==> src/rtl/lens_ramp_pkg.sv <==
package lens_ramp_pkg;
  localparam logic [7:0] ADR_CTRL   = 8'h02;
  localparam logic [7:0] ADR_POS_HI = 8'h03;
  localparam logic [7:0] ADR_POS_LO = 8'h04;
  localparam logic [7:0] ADR_MODE   = 8'h06;
  localparam logic [7:0] ADR_TIME   = 8'h07;

  localparam logic [7:0] CTRL_ACTIVE = 8'h00;
  localparam logic [7:0] CTRL_PDOWN  = 8'h01;
  localparam logic [7:0] CTRL_RING   = 8'h02;

  localparam logic [2:0] DEF_PRESC = 3'd1;
  localparam logic [5:0] DEF_TIME  = 6'h20;

  typedef enum logic [4:0] {
    S_OFF, S_CALC, S_PD_CLR, S_SETTLE_UP, S_RING, S_MODE_RD, S_MODE_WR,
    S_PRE_RD, S_PRE_WR, S_TIM_WR, S_UP_HI, S_UP_LO, S_UP_WAIT, S_ON,
    S_DIR_HI, S_DIR_LO, S_DN_HI, S_DN_LO, S_DN_WAIT, S_PD_SET, S_SETTLE_DN
  } seq_state_t;

  function automatic logic [9:0] rate_pct(input logic [2:0] p);
    case (p)
      3'd0: rate_pct = 10'd200;
      3'd2: rate_pct = 10'd50;
      3'd3: rate_pct = 10'd25;
      3'd4: rate_pct = 10'd800;
      3'd5: rate_pct = 10'd400;
      default: rate_pct = 10'd100;
    endcase
  endfunction

  function automatic logic [6:0] mult_pct(input logic [2:0] m);
    case (m)
      3'd1: mult_pct = 7'd48;
      3'd3: mult_pct = 7'd75;
      3'd5: mult_pct = 7'd113;
      default: mult_pct = 7'd70;
    endcase
  endfunction
endpackage

==> src/rtl/step_wait_calc.sv <==
module step_wait_calc
  import lens_ramp_pkg::*;
#(
  parameter int OUT_W = 32
) (
  input  logic             clk,
  input  logic             rst,
  input  logic             go,
  input  logic [2:0]       mode,
  input  logic [2:0]       presc,
  input  logic [5:0]       timing,
  output logic             done,
  output logic [OUT_W-1:0] wait_us
);
  localparam int CW = $clog2(OUT_W + 1);
  localparam logic [7:0] DIVISOR = 8'd100;

  typedef enum logic [1:0] {C_IDLE, C_MUL, C_DIV} calc_ph_t;
  calc_ph_t ph;
  logic [OUT_W-1:0] acc;
  logic [6:0]       rem;
  logic [CW-1:0]    cnt;
  logic [7:0]       trial;
  logic             ge;

  assign trial   = {rem, acc[OUT_W-1]};
  assign ge      = trial >= DIVISOR;
  assign wait_us = acc;

  always_ff @(posedge clk) begin
    if (rst) begin
      ph   <= C_IDLE;
      acc  <= '0;
      rem  <= '0;
      cnt  <= '0;
      done <= 1'b0;
    end else begin
      case (ph)
        C_IDLE: begin
          done <= 1'b0;
          if (go) begin
            acc <= (OUT_W'(timing) + OUT_W'(63)) * OUT_W'(rate_pct(presc));
            ph  <= C_MUL;
          end
        end
        C_MUL: begin
          acc <= acc * OUT_W'(mult_pct(mode));
          rem <= '0;
          cnt <= '0;
          ph  <= C_DIV;
        end
        default: begin
          rem <= ge ? 7'(trial - DIVISOR) : trial[6:0];
          acc <= {acc[OUT_W-2:0], ge};
          cnt <= cnt + 1'b1;
          if (cnt == CW'(OUT_W - 1)) begin
            done <= 1'b1;
            ph   <= C_IDLE;
          end
        end
      endcase
    end
  end
endmodule

==> src/rtl/tick_wait.sv <==
module tick_wait #(
  parameter int W = 32
) (
  input  logic         clk,
  input  logic         rst,
  input  logic         load,
  input  logic [W-1:0] val,
  input  logic         tick,
  output logic         expired
);
  logic [W-1:0] cnt;

  always_ff @(posedge clk) begin
    if (rst)                     cnt <= '0;
    else if (load)               cnt <= val;
    else if (tick && cnt != '0)  cnt <= cnt - 1'b1;
  end

  assign expired = (cnt == '0);
endmodule

==> src/rtl/reg_req_port.sv <==
module reg_req_port #(
  parameter int AW = 8,
  parameter int DW = 8
) (
  input  logic          clk,
  input  logic          rst,
  input  logic          go,
  input  logic          wr,
  input  logic [AW-1:0] addr,
  input  logic [DW-1:0] wdata,
  output logic          done,
  output logic          err,
  output logic [DW-1:0] rdata,
  output logic          req_valid,
  output logic          req_write,
  output logic [AW-1:0] req_addr,
  output logic [DW-1:0] req_wdata,
  input  logic          req_ready,
  input  logic          rsp_valid,
  input  logic          rsp_err,
  input  logic [DW-1:0] rsp_rdata
);
  typedef enum logic [1:0] {B_IDLE, B_REQ, B_RSP} bus_ph_t;
  bus_ph_t ph;

  always_ff @(posedge clk) begin
    if (rst) begin
      ph        <= B_IDLE;
      done      <= 1'b0;
      err       <= 1'b0;
      rdata     <= '0;
      req_valid <= 1'b0;
      req_write <= 1'b0;
      req_addr  <= '0;
      req_wdata <= '0;
    end else begin
      done <= 1'b0;
      case (ph)
        B_IDLE: if (go) begin
          req_valid <= 1'b1;
          req_write <= wr;
          req_addr  <= addr;
          req_wdata <= wdata;
          ph        <= B_REQ;
        end
        B_REQ: if (req_ready) begin
          req_valid <= 1'b0;
          ph        <= B_RSP;
        end
        default: if (rsp_valid) begin
          done  <= 1'b1;
          err   <= rsp_err;
          rdata <= rsp_rdata;
          ph    <= B_IDLE;
        end
      endcase
    end
  end
endmodule

==> src/rtl/lens_ramp_seq.sv <==
module lens_ramp_seq
  import lens_ramp_pkg::*;
#(
  parameter int POS_W     = 10,
  parameter int STEP_Q    = 16,
  parameter int SETTLE_US = 1000,
  parameter int WAIT_W    = 32
) (
  input  logic              clk,
  input  logic              rst,
  input  logic              tick,
  input  logic              start_req,
  input  logic              stop_req,
  input  logic [POS_W-1:0]  target_pos,
  input  logic [2:0]        cfg_mode,
  input  logic [2:0]        cfg_presc,
  input  logic [5:0]        cfg_timing,
  input  logic              pos_wr_valid,
  input  logic [POS_W-1:0]  pos_wr_data,
  output logic              req_valid,
  output logic              req_write,
  output logic [7:0]        req_addr,
  output logic [7:0]        req_wdata,
  input  logic              req_ready,
  input  logic              rsp_valid,
  input  logic              rsp_err,
  input  logic [7:0]        rsp_rdata,
  output logic              busy,
  output logic              on_idle,
  output logic              err_flag,
  output logic [WAIT_W-1:0] step_us
);
  localparam int PW = POS_W + 1;
  localparam logic [PW-1:0] STEP = PW'(STEP_Q);
  localparam logic [PW-1:0] LOW_MASK = PW'(STEP_Q - 1);

  seq_state_t state;
  logic launched;
  logic [PW-1:0] pos, tgt, cur;
  logic [2:0] mode_q, presc_q;
  logic [5:0] tim_q;
  logic [7:0] rmw;

  logic bus_st, wait_st, cmd_wr;
  logic [7:0] cmd_addr, cmd_data;
  logic bus_done, bus_err;
  logic [7:0] bus_rdata;
  logic calc_done, tmr_exp;
  logic [WAIT_W-1:0] calc_val, tmr_val;

  always_comb begin
    bus_st   = 1'b1;
    cmd_wr   = 1'b1;
    cmd_addr = ADR_CTRL;
    cmd_data = CTRL_ACTIVE;
    case (state)
      S_PD_CLR:  cmd_data = CTRL_ACTIVE;
      S_RING:    cmd_data = CTRL_RING;
      S_PD_SET:  cmd_data = CTRL_PDOWN;
      S_MODE_RD, S_PRE_RD: begin
        cmd_wr   = 1'b0;
        cmd_addr = ADR_MODE;
      end
      S_MODE_WR: begin
        cmd_addr = ADR_MODE;
        cmd_data = {mode_q, rmw[4:0]};
      end
      S_PRE_WR: begin
        cmd_addr = ADR_MODE;
        cmd_data = {rmw[7:3], presc_q};
      end
      S_TIM_WR: begin
        cmd_addr = ADR_TIME;
        cmd_data = {2'b00, tim_q};
      end
      S_UP_HI, S_DN_HI, S_DIR_HI: begin
        cmd_addr = ADR_POS_HI;
        cmd_data = 8'(pos[POS_W-1:8]);
      end
      S_UP_LO, S_DN_LO, S_DIR_LO: begin
        cmd_addr = ADR_POS_LO;
        cmd_data = pos[7:0];
      end
      default: bus_st = 1'b0;
    endcase
  end

  assign wait_st = (state == S_SETTLE_UP) || (state == S_SETTLE_DN) ||
                   (state == S_UP_WAIT) || (state == S_DN_WAIT);
  assign tmr_val = (state == S_UP_WAIT || state == S_DN_WAIT) ? step_us
                                                               : WAIT_W'(SETTLE_US);

  reg_req_port #(.AW(8), .DW(8)) u_port (
    .clk(clk), .rst(rst), .go(bus_st && !launched), .wr(cmd_wr),
    .addr(cmd_addr), .wdata(cmd_data), .done(bus_done), .err(bus_err),
    .rdata(bus_rdata), .req_valid(req_valid), .req_write(req_write),
    .req_addr(req_addr), .req_wdata(req_wdata), .req_ready(req_ready),
    .rsp_valid(rsp_valid), .rsp_err(rsp_err), .rsp_rdata(rsp_rdata)
  );

  step_wait_calc #(.OUT_W(WAIT_W)) u_calc (
    .clk(clk), .rst(rst), .go(state == S_CALC && !launched),
    .mode(mode_q), .presc(presc_q), .timing(tim_q),
    .done(calc_done), .wait_us(calc_val)
  );

  tick_wait #(.W(WAIT_W)) u_tmr (
    .clk(clk), .rst(rst), .load(wait_st && !launched), .val(tmr_val),
    .tick(tick), .expired(tmr_exp)
  );

  always_ff @(posedge clk) begin
    if (rst) begin
      state    <= S_OFF;
      launched <= 1'b0;
      pos      <= '0;
      tgt      <= '0;
      cur      <= '0;
      mode_q   <= '0;
      presc_q  <= '0;
      tim_q    <= '0;
      rmw      <= '0;
      err_flag <= 1'b0;
      step_us  <= '0;
    end else if (bus_st) begin
      if (!launched) launched <= 1'b1;
      else if (bus_done) begin
        launched <= 1'b0;
        if (bus_err) begin
          err_flag <= 1'b1;
          state    <= S_OFF;
        end else begin
          case (state)
            S_PD_CLR:  state <= S_SETTLE_UP;
            S_RING:    state <= S_MODE_RD;
            S_MODE_RD: begin rmw <= bus_rdata; state <= S_MODE_WR; end
            S_MODE_WR:
              if (presc_q != DEF_PRESC) state <= S_PRE_RD;
              else if (tim_q != DEF_TIME) state <= S_TIM_WR;
              else state <= S_UP_HI;
            S_PRE_RD:  begin rmw <= bus_rdata; state <= S_PRE_WR; end
            S_PRE_WR:  state <= (tim_q != DEF_TIME) ? S_TIM_WR : S_UP_HI;
            S_TIM_WR:  state <= S_UP_HI;
            S_UP_HI:   state <= S_UP_LO;
            S_UP_LO:   state <= S_UP_WAIT;
            S_DIR_HI:  state <= S_DIR_LO;
            S_DIR_LO:  begin cur <= pos; state <= S_ON; end
            S_DN_HI:   state <= S_DN_LO;
            S_DN_LO:   state <= S_DN_WAIT;
            default:   state <= S_SETTLE_DN;
          endcase
        end
      end
    end else if (wait_st) begin
      if (!launched) launched <= 1'b1;
      else if (tmr_exp) begin
        launched <= 1'b0;
        case (state)
          S_SETTLE_UP: state <= S_RING;
          S_UP_WAIT:
            if (pos + STEP > tgt) begin
              cur   <= tgt;
              state <= S_ON;
            end else begin
              pos   <= pos + STEP;
              state <= S_UP_HI;
            end
          S_DN_WAIT:
            if (pos == '0) state <= S_PD_SET;
            else begin
              pos   <= pos - STEP;
              state <= S_DN_HI;
            end
          default: state <= S_OFF;
        endcase
      end
    end else begin
      case (state)
        S_OFF: if (start_req) begin
          mode_q  <= cfg_mode;
          presc_q <= cfg_presc;
          tim_q   <= cfg_timing;
          tgt     <= PW'(target_pos);
          pos     <= PW'(target_pos) & LOW_MASK;
          state   <= S_CALC;
        end
        S_CALC:
          if (!launched) launched <= 1'b1;
          else if (calc_done) begin
            launched <= 1'b0;
            step_us  <= calc_val;
            state    <= S_PD_CLR;
          end
        S_ON:
          if (stop_req) begin
            pos   <= cur & ~LOW_MASK;
            state <= S_DN_HI;
          end else if (pos_wr_valid) begin
            pos   <= PW'(pos_wr_data);
            state <= S_DIR_HI;
          end
        default: state <= S_OFF;
      endcase
    end
  end

  assign busy    = (state != S_OFF) && (state != S_ON);
  assign on_idle = (state == S_ON);
endmodule

==> config.mk <==
export PLATFORM = sky130hd
export DESIGN_NAME = lens_ramp_seq
export DESIGN_NICKNAME = d
export VERILOG_FILES = /design/src/rtl/lens_ramp_pkg.sv /design/src/rtl/step_wait_calc.sv /design/src/rtl/tick_wait.sv /design/src/rtl/reg_req_port.sv /design/src/rtl/lens_ramp_seq.sv
export SDC_FILE = /design/constraint.sdc
export NUM_CORES = 1
export LEC_CHECK = 0
export BUFFER_PORTS_ARGS = -buffer_cell sky130_fd_sc_hd__buf_2
export CAP_MARGIN = 20
export CORE_ASPECT_RATIO = 1.1
export CORE_MARGIN = 10
export CORE_UTILIZATION = 65
export CTS_CLUSTER_SIZE = 16
export DETAILED_ROUTE_END_ITERATION = 8
export PLACE_DENSITY = 0.84
export REMOVE_ABC_BUFFERS = 1
export SLEW_MARGIN = 25
export SYNTH_ARGS = -nofsm -noshare
export SYNTH_HDL_FRONTEND = slang
export SYNTH_SLANG_ARGS = --single-unit
==> constraint.sdc <==
create_clock -name clk -period 12.55 [get_ports clk]
set_input_delay 2.51 -clock clk [delete_from_list [all_inputs] [get_ports clk]]
set_output_delay 2.51 -clock clk [all_outputs]
set_load 0.01 [all_outputs]
==> run metrics <==
Iteration-0 DRC Markers 1672; hold_buf cts 0; via/cell ratio 6.254; Syn-to-layout area delta 6.708%; hold path depth 2; switching part of the total power 50.36%; post-route setup slack 5.832 ns; # setup viols final 0; Clock Tree Root clkbuf_16; total congestion overflow 0; pre-CTS WS 5.990 ns; first-pass GRT wire length 81590 um; Power Dens Cells 263.1 nW/um^2; CTS Buffer Depth 2; Worst EP arrival 7.01 ns; share of layout cells above drive strength 1 8.234%; max-cap viol count 0; final setup skew 0.01932 ns; worst hold path endpoint tgt[4]$_SDFFE_PP0P_; buffers added on ports 96; TritonCTS clock tree yes; n_diodes 0; number of post-CTS setup repair buffers 0; number of I/O pins 102; DRC viols 0; Mapped Area 17910 um^2; final hold vios 0; Int Power 2495 uW; Avg WL per Cell 18.83 um; Sw Pwr 2532 uW; yosys warns 0; clk slew on worst S/H paths 0.09 ns; Mapped Cells 2257; Flop pwr share 17.7%; fraction of registers with async set/reset 0%; Post-DP HPWL 36580 um; Die H 194.1 um; Final #Nets 2574; RSZ-0062 raised after global routing false; Clk pwr share 11.5%; Hold Crit Class register to register; CP Capture Type register; CP Launch Type register; minimum clock period 6.718 ns; Tcrit/Tclk final 53.53%; R2R depth 19; final hold slack 0.4605 ns; Clk Latency, worst-skew pair 0.45 ns; internal reg-to-reg setup slack 5.83 ns; Cell variety after synth 81; CTS H-tree depth 4; clock buffer count from CTS 17; drt pass-1 iters 6; Max IR drop VDD 0.2680 mV; routability cong. 0.9470; antenna-violating nets left 0; Crit Path Category register to register; CP max FO 15; Core Footprint 27040 um^2; Seq/Total Area, Yosys 21.46%; synthesized area per cell 7.934 um^2; setup TNS 0 ns; DIE AREA 34600 um^2; largest net degree at the start of global routing 122; #FFs+latches synth 192; post-cts sizing count 0; Tightest Pin Transition 0.9611 ns; vias 16436; initial antenna violation count 0; CP Data Required Time 12.85 ns; worst reg2reg path startpoint mode_q[0]$_SDFFE_PP0P_; Comb pwr share 70.8%; Slew Viols, Final 0; vias in the first global route 16211; Post-synth top flop dfxtp_1; Clock Sinks 192; Leak Pwr 0.008599 uW; status completed; all-layer global routing usage 28.20%; EDFF count, synth 0; FP Rows 63; Starting Density 66.23%; fmax 148.8 MHz; design area 19110 um^2; Die X-Extent 178.3 um; Routed WL 49480 um; relative slew slack 35.77%; reg2reg end u_calc.wait_us[28]$_SDFFE_PP0P_; hold path start tgt[4]$_SDFFE_PP0P_; Placed Instance Area 18480 um^2
-- critical path: stages, from the launching register on --
cell and delay, ns:
dfxtp_1 0.61, nand2_1 0.18, nor2_1 0.68, buf_4 0.34, and2_1 0.16, fa_1 0.44
fa_1 0.50, fa_1 0.50, inv_1 0.05, fa_1 0.48, inv_1 0.05, ha_1 0.36
a2111oi_0 0.40, a22oi_1 0.27, a221o_1 0.43, a41oi_1 0.35, o21ai_0 0.20, xor2_1 0.17
a222oi_1 0.35, nor2_1 0.07
-- layout make-up --
cell class / instances / area [um^2]
Multi-Input combinational cell: 1710 / 12730
Sequential cell: 192 / 3845
Inverter: 224 / 840.8
Fill cell: 2146 / 7929
Tap cell: 357 / 446.7
Timing Repair Buffer: 113 / 621.8
Clock buffer: 17 / 425.4
Clock inverter: 15 / 196.4
-- power by group through the flow --
| stage | clock (uW) | sequential [uW] | combinational [uW] |
|---|---|---|---|
| 2_1_floorplan | 0 | 852 | 2710 |
| 6_report | 579 | 888 | 3560 |
| 4_1_cts | 582 | 879 | 3550 |
| 3_3_place_gp | 0 | 885 | 3360 |
| 3_5_place_dp | 0 | 893 | 3510 |
| 5_1_grt | 608 | 899 | 4050 |
-- cell usage after synthesis (all sizes together) (14+ instances only) --
master	n	area (um^2)
a21o	20	150.1
nor4	14	138.9
a21oi	193	965.9
and2	114	713.2
nor2	212	798.3
nand2b	31	193.9
fa	171	3423
a31oi	22	137.6
xor2	29	254.0
mux2i	31	310.3
nor3	63	325.3
buf	15	87.59
xnor2	40	350.3
nand3	29	150.1
a221oi	15	131.4
ha	96	1201
inv	224	840.8
or2	16	100.1
clkbuf	120	452.9
nor2b	18	112.6
o21ai	71	355.3
a211oi	31	232.7
dfxtp	192	3844
and3	18	112.6
nand2	311	1172
a222oi	16	160.2
-- cells in the final DEF (no fill, tap or decap), types with 28 or more instances in the layout --
cell type and instances:
ha_1 96, xnor2_1 40, o21ai_0 67, dfxtp_1 191
mux2i_1 31, xor2_1 29, nor3_1 59, fa_1 171
nor2_1 210, a211oi_1 31, a21oi_1 193, nand2b_1 30
inv_1 224, and2_1 113, nand2_1 309, nand3_1 28
buf_2 95
-- worst max path at each step --
stage | startpoint | end | slack [ns] | depth (start not counted)
2_1_floorplan | mode_q[0]$_SDFFE_PP0P_ | u_calc.wait_us[24]$_SDFFE_PP0P_ | 6.13 | 18
3_3_place_gp | tim_q[0]$_SDFFE_PP0P_ | u_calc.wait_us[17]$_SDFFE_PP0P_ | 6.11 | 20
3_5_place_dp | mode_q[0]$_SDFFE_PP0P_ | u_calc.wait_us[31]$_SDFFE_PP0P_ | 5.99 | 20
4_1_cts | mode_q[0]$_SDFFE_PP0P_ | u_calc.wait_us[31]$_SDFFE_PP0P_ | 5.93 | 20
5_1_grt | mode_q[0]$_SDFFE_PP0P_ | u_calc.wait_us[31]$_SDFFE_PP0P_ | 5.46 | 20
6_report | mode_q[0]$_SDFFE_PP0P_ | u_calc.wait_us[28]$_SDFFE_PP0P_ | 5.83 | 19
-- metrics by stage --
stage	utilization [%]	total power, uW	std cells
after floorplan	-	3566	2126
after global placement	68.25	4243	2595
after detailed placement	68.36	4401	2596
after CTS	70.66	5011	2628
after global routing	70.67	5557	2628
final	70.67	5027	2628
-- per-layer routing --
metal  wire, um  part of all wire, %  track usage (%)
met1      19520                   39            34.96
met2      24190                   49            47.93
met3       3671                  7.4            4.188
met5          0                    0                0
met4       2093                  4.2            11.26
-- cells by family (layout without fill, tap and decap cells) --
family,after synthesis,in the layout,synth area share [%]
compound gates,471,471,16.68
flops,192,192,21.46
other cells,1,5,0.02094
xor+xnor,69,69,3.375
buf+inv,359,369,7.714
simple gates,867,867,23.19
fa+ha+maj,267,267,25.82
mux,31,31,1.733
-- registers in the layout, indices dropped and copies added (netlist names), 5 cells and up --
name,count
state,5
tim_q,6
u_calc.wait_us,32
u_port.rdata,8
pos,11
cur,7
u_port.req_wdata,8
u_calc.rem,7
tgt,10
u_tmr.cnt,32
u_calc.cnt,6
step_us,32
rmw,8
Note: power is estimated with default switching activity, not from simulation.
